$ cat config.mk
export PLATFORM = sky130hd
export DESIGN_NAME = xfer_watchdog
export DESIGN_NICKNAME = d
export VERILOG_FILES = /design/src/rtl/xfer_watchdog.sv
export SDC_FILE = /design/constraint.sdc
export NUM_CORES = 1
export LEC_CHECK = 0
export ABC_AREA = 1
export CORE_ASPECT_RATIO = 0.7
export CORE_MARGIN = 2
export CORE_UTILIZATION = 25
export CTS_CLUSTER_SIZE = 25
export DETAILED_ROUTE_END_ITERATION = 7
export SETUP_SLACK_MARGIN = 0.15
export SYNTH_ARGS = -nofsm -noshare
export SYNTH_HDL_FRONTEND = slang
export SYNTH_SLANG_ARGS = --single-unit
$ cat constraint.sdc
create_clock -name clk -period 2.4 [get_ports clk]
set_clock_uncertainty 0.1 [all_clocks]
set_input_delay 0.36 -clock clk [delete_from_list [all_inputs] [get_ports clk]]
set_output_delay 0.36 -clock clk [all_outputs]
set_load 0.005 [all_outputs]
$ cat src/rtl/xfer_watchdog.sv
module xfer_watchdog #(
  parameter int AW = 8,
  parameter int DW = 8,
  parameter int SHIFT = 5,
  parameter logic [AW-1:0] WAIT_OFS  = 8'h40,
  parameter logic [AW-1:0] RETRY_OFS = 8'h41,
  parameter logic [AW-1:0] STAT_OFS  = 8'h42,
  parameter logic [DW-1:0] WAIT_RST  = 8'h00,
  parameter logic [DW-1:0] RETRY_RST = 8'h80
) (
  input  logic          clk,
  input  logic          rst_n,
  input  logic [AW-1:0] reg_addr,
  input  logic          reg_wr,
  input  logic [DW-1:0] reg_wdata,
  output logic [DW-1:0] reg_rdata,
  input  logic          bus_wait,
  input  logic          bus_trdy,
  input  logic          bus_retry,
  input  logic          bus_done,
  output logic          ue_flag,
  output logic          ue_pulse
);
  localparam int CW = DW + SHIFT;
  localparam logic [DW-1:0] RMAX = '1;

  logic [DW-1:0] wait_r, retry_r, rcnt;
  logic [CW-1:0] wcnt, wlim;
  logic wtrip, rtrip, wait_clr, wait_hit, retry_hit, err, clr_wr;

  assign wlim      = CW'(wait_r) << SHIFT;
  assign wait_clr  = bus_trdy | bus_done | bus_retry;
  assign wait_hit  = (wait_r != '0) && bus_wait && !wait_clr && !wtrip && (wcnt >= wlim);
  assign retry_hit = bus_retry && (retry_r != '0) && !rtrip && (rcnt >= retry_r);
  assign err       = wait_hit | retry_hit;
  assign clr_wr    = reg_wr && (reg_addr == STAT_OFS) && reg_wdata[0];

  always_comb begin
    reg_rdata = '0;
    if (reg_addr == WAIT_OFS)       reg_rdata = wait_r;
    else if (reg_addr == RETRY_OFS) reg_rdata = retry_r;
    else if (reg_addr == STAT_OFS)  reg_rdata = DW'(ue_flag);
  end

  always_ff @(posedge clk) begin
    if (!rst_n) begin
      wait_r  <= WAIT_RST;
      retry_r <= RETRY_RST;
    end else if (reg_wr) begin
      if (reg_addr == WAIT_OFS)  wait_r  <= reg_wdata;
      if (reg_addr == RETRY_OFS) retry_r <= reg_wdata;
    end
  end

  always_ff @(posedge clk) begin
    if (!rst_n) begin
      wcnt  <= '0;
      wtrip <= 1'b0;
    end else if (wait_clr) begin
      wcnt  <= '0;
      wtrip <= 1'b0;
    end else if (bus_wait) begin
      if (wait_hit)         wtrip <= 1'b1;
      else if (wcnt < wlim) wcnt  <= wcnt + 1'b1;
    end
  end

  always_ff @(posedge clk) begin
    if (!rst_n) begin
      rcnt  <= '0;
      rtrip <= 1'b0;
    end else if (bus_retry) begin
      if (rcnt != RMAX) rcnt <= rcnt + 1'b1;
      if (retry_hit)    rtrip <= 1'b1;
    end else if (bus_done) begin
      rcnt  <= '0;
      rtrip <= 1'b0;
    end
  end

  always_ff @(posedge clk) begin
    if (!rst_n) begin
      ue_flag  <= 1'b0;
      ue_pulse <= 1'b0;
    end else begin
      ue_pulse <= err;
      ue_flag  <= err | (ue_flag & ~clr_wr);
    end
  end
endmodule


Word level (Yosys, flattened, before mapping)
Cells that the tools add are included.
- register bits after elaboration: 41
- logic and storage cells: 58
- add/subtract/negate cells: 2
- order comparisons: 3
- equality and inequality tests: 6
- muxes and demuxes: 9
- bitwise gates (word level): 8
- reduce and logical (&&, ||, !) cells: 22
- operator list (kind ; count):
    $mux W8 ; 5
    $eq A8 B7 Y1 const B ; 3
    $reduce_bool A8 Y1 ; 2
    $add A13 B1 Y13 const B ; 1
    $ge A13 B13 Y1 ; 1
    $lt A13 B13 Y1 ; 1
    $reduce_and A2 Y1 ; 5
    $logic_and A1 B1 Y1 ; 9
    $add A8 B1 Y8 const B ; 1
    $ge A8 B8 Y1 ; 1
    $ne A8 B8 Y1 const B ; 1
    $mux W1 ; 4
    $ne A2 B1 Y1 const B ; 2
    $or A1 B1 Y1 ; 4
    $logic_not A1 Y1 ; 3
    $not A1 Y1 ; 3
    $reduce_and A3 Y1 ; 1
    $reduce_bool A2 Y1 ; 1
    $reduce_or A2 Y1 ; 1
    $and A1 B1 Y1 ; 1

Logic depth before layout (Yosys ltp)
- depth after elaboration: 8
- mapped depth: 14
- depth with buffers taken out: 14

Least setup slack after synthesis
No wires, ideal clock.
- kind: register to register
- from: reg wait_r[7]
- to: reg wcnt[2]
- setup time: 0.114 ns
- arrival time: 1.575 ns
- setup slack: 0.611 ns
- cell stages (with the launch flop): 12
- path buffers: 1
- cells stage by stage: dfxtp_1 inv_1 ha_1 nand2_2 inv_2 nand2_1 nand3_2 a21oi_4 o211ai_2 buf_6 a21oi_1 nor2_1
- longest elaborated chain between the ends: 7
- ends and longest elaborated chain (element ; RTL line ; RTL):
    start, declared ; 27 ; logic [DW-1:0] wait_r, retry_r, rcnt;
    start signal, assigned ; 50 ; if (reg_addr == WAIT_OFS) wait_r <= reg_wdata;
    parallel branches: the longest is 6 deep, another holds $ge A13 B13 Y1 ; n/a ;
    $reduce_and A3 Y1 (no line) (*) ; n/a ;
    end signal, assigned ; 64 ; else if (wcnt < wlim) wcnt <= wcnt + 1'b1;
    end, declared ; 28 ; logic [CW-1:0] wcnt, wlim;
Every way passes the cells marked *.
A chain may end at the register's enable or synchronous reset.

Worst setup path after layout
- from: in reg_addr[6]
- to: out reg_rdata[2]
- longest elaborated chain between the ends: 3
- ends and longest elaborated chain (element ; RTL line ; RTL):
    start, declared ; 13 ; input logic [AW-1:0] reg_addr,
    $eq A8 B7 Y1 ; 41 ; else if (reg_addr == RETRY_OFS) reg_rdata = retry_r;
    $mux W8 ; 41 ;
    $mux W8 (*) ; 40 ; if (reg_addr == WAIT_OFS) reg_rdata = wait_r;
    end, declared ; 16 ; output logic [DW-1:0] reg_rdata,
Every way passes the cells marked *; elsewhere a longest branch is shown, timed or not.

==> reports/results.ini <==
[clocking]
htree_levels = 2
clk_path_buf_depth = 2
path_clk_slew_ns = 0.05
cts.sinks = 41
ctsHoldBuffers = 0
tritoncts = yes
clock_latency_ns = 0.28
cts_buffers = 5
root_buffer = clkbuf_16

[detailed_routing]
vias = 2596
dr.first_iter.drc_count = 194
wl_um = 7160
drt-vias-per-instance = 4.70
drc = 0
wl_per_cell_um = 13.0
firstDrtPassIters = 5
drt.antenna.violating_nets = 0

[worst_setup_path]
critical_path.max_fanout = 4
cp_top_family = buffers and inverters
rrSetupSlack_ns = 0.41
worstPathCellList = clkdlybuf4s50_1, inv_1, nor2_1, nand2_1, inv_2, buf_12, nand3_4, o22ai_2, buf_2
r2r_start = wait_r[7]$_SDFFE_PN0P_
crit_path_end_kind = output port
path_buf_inv = 5
slowest_delay_ns = 0.45
startpoint = reg_addr[6]
critPathArrivalTime_ns = 1.69
cp.required_ns = 1.94
start_kind = primary input
slowest_stage = clkdlybuf4s50_1
criticalPathCategory = in2out

[timing]
drv_slew = 0
finalCritPeriodShare = 0.896
setup_ws_ns = 0.249
post-route-min-period_ns = 2.15
fmax_mhz = 465
tns_ns = 0
hold_violations = 0
holdWs_ns = 0.358
rsz0062_at_grt = false
tightest_slew_ns = 0.484
finalSetupViolations = 0
slew_headroom = 0.676

[global_route]
grt-ovfl-total = 0
antenna_found_initial = 0
grt_pass1_wl_um = 11800
grt_pass1_vias = 2293
grt_usage = 0.128
grt_max_degree = 21

[die]
start_util = 0.256
rows = 31
die_w_um = 127
io_pins = 33
dieArea_mm2 = 0.0114
die_h_um = 89.8
core_mm2 = 0.0103

[synth]
syn_area_per_cell_um2 = 7.04
ys.flop_type = dfxtp_1
synth_top_area_share = 0.312
ys_top_cells_by_area = dfxtp_1, nand2_1, ha_1, a21oi_1, inv_1
ys_ff_latch = 41
synth-async-reset-ratio = 0
synth-seq-area-share = 0.312
netlist_instances = 373
synth_most_common_cell = nand2_1
yosysUniqueCellTypes = 35
yosysWarningCount = 0
synth_edf_count = 0
ys_top_cells_by_count = nand2_1, inv_1, a21oi_1, dfxtp_1, nor2_1
synthesis.nets = 415
synth_top_area_cell = dfxtp_1
syn_area_mm2 = 0.00263

[run_status]
outcome = finished, final reports clean

[placed_design]
io_buffers = 32
post-place-ws_ns = -0.255
hpwlAfterDp_um = 5370
routabilityCongestion = 0.864

[final_layout]
syn_to_final_growth_pct = 27.6
final.fill_count = 1068
drive_gt1_frac = 0.162
diodes = 0
nets = 461
postLayoutCoreUtil = 0.326

[power_and_ir_drop]
p_leak_nw = 1.32
ir_worst_vdd_uv = 226
total_power_mw = 1.47
powerDensity_mw_per_mm2 = 438

[worst_hold_path]
hold_path.startpoint = wtrip$_SDFFE_PP0P_
hp-class = reg2reg

[job]
drv_cap = 0

what timing repair did:
action                     in CTS  in global routing
setup endpoints to repair       8                  1
setup buffers                   2                  1
pin swaps                       9                  1
gates resized for setup        46                  2
gates cloned                    1                  0
flip-flops by register name (all words and copies together), names as in the netlist:
signal / flops
ue_flag: 1
wait_r: 8
retry_r: 8
ue_pulse: 1
rtrip: 1
wcnt: 13
wtrip: 1
rcnt: 8
through the flow:
step,std cells,instance area [um^2]
4_1_cts,551,3330
2_1_floorplan,373,2630
3_3_place_gp,540,3130
3_5_place_dp,540,3130
6_report,552,3350
5_1_grt,552,3350
area by class of cell:
cell class / count / area (um^2) / area share
clock buffers: 6 / 129 / 0.0384
well taps: 132 / 165 / 0.0493
multi-input cells: 265 / 1580 / 0.473
clock inverters: 2 / 10.0 / 0.00299
inverters: 58 / 218 / 0.0649
repair buffers: 48 / 425 / 0.127
flip-flops and latches: 41 / 821 / 0.245
worst reg2reg max path: cells and delay by family (launching register included):
kind                       cells  cell delay, ns
and+or+nand+nor                4            0.43
buffers and inverters          2            0.29
adders and majority gates      1            0.32
AOI/OAI and AO/OA              2            0.44
DFF                            1            0.33
report_power, final:
part	internal (mW)	switching (mW)	leakage (nW)
Sequential	0.684	0.00418	0.331
Clock	0.382	0.272	0.0706
Combinational	0.0625	0.0637	0.919
Total	1.13	0.340	1.32
cell families after synthesis:
kind of cell,after synthesis,share of synthesized area
simple gates,164,0.301
compound gates,75,0.163
buf+inv,68,0.112
flops,41,0.312
fa+ha+maj,19,0.0905
xor+xnor,6,0.0200
routing by layer:
metal  track usage  wire length (um)
met1         0.199              3790
met3        0.0351               478
met5             0                 0
met4        0.0375                73
met2         0.165              2820
final timing paths:
check | to | cells past startpoint
setup / recovery | reg_rdata[2] | 9
hold / removal | wtrip$_SDFFE_PP0P_ | 2
setup reg to reg | wcnt[0]$_SDFFE_PP0P_ | 9
hold reg to reg | wtrip$_SDFFE_PP0P_ | 2
layout by cell type (no fill, tap or decap), drive strengths merged, types with 2 or more instances in the layout:
cell type and count:
nand2 73, inv 58, nor2 43, a21oi 42, dfxtp 41, buf 24
o21ai 23, clkdlybuf4s50 22, nand3 22, ha 19, nand4 18, o22ai 8
clkbuf 6, xor2 5, nor3 3, or2 3, clkinv 2, dlygate4sd2 2
(Power assumes the default switching activity.)
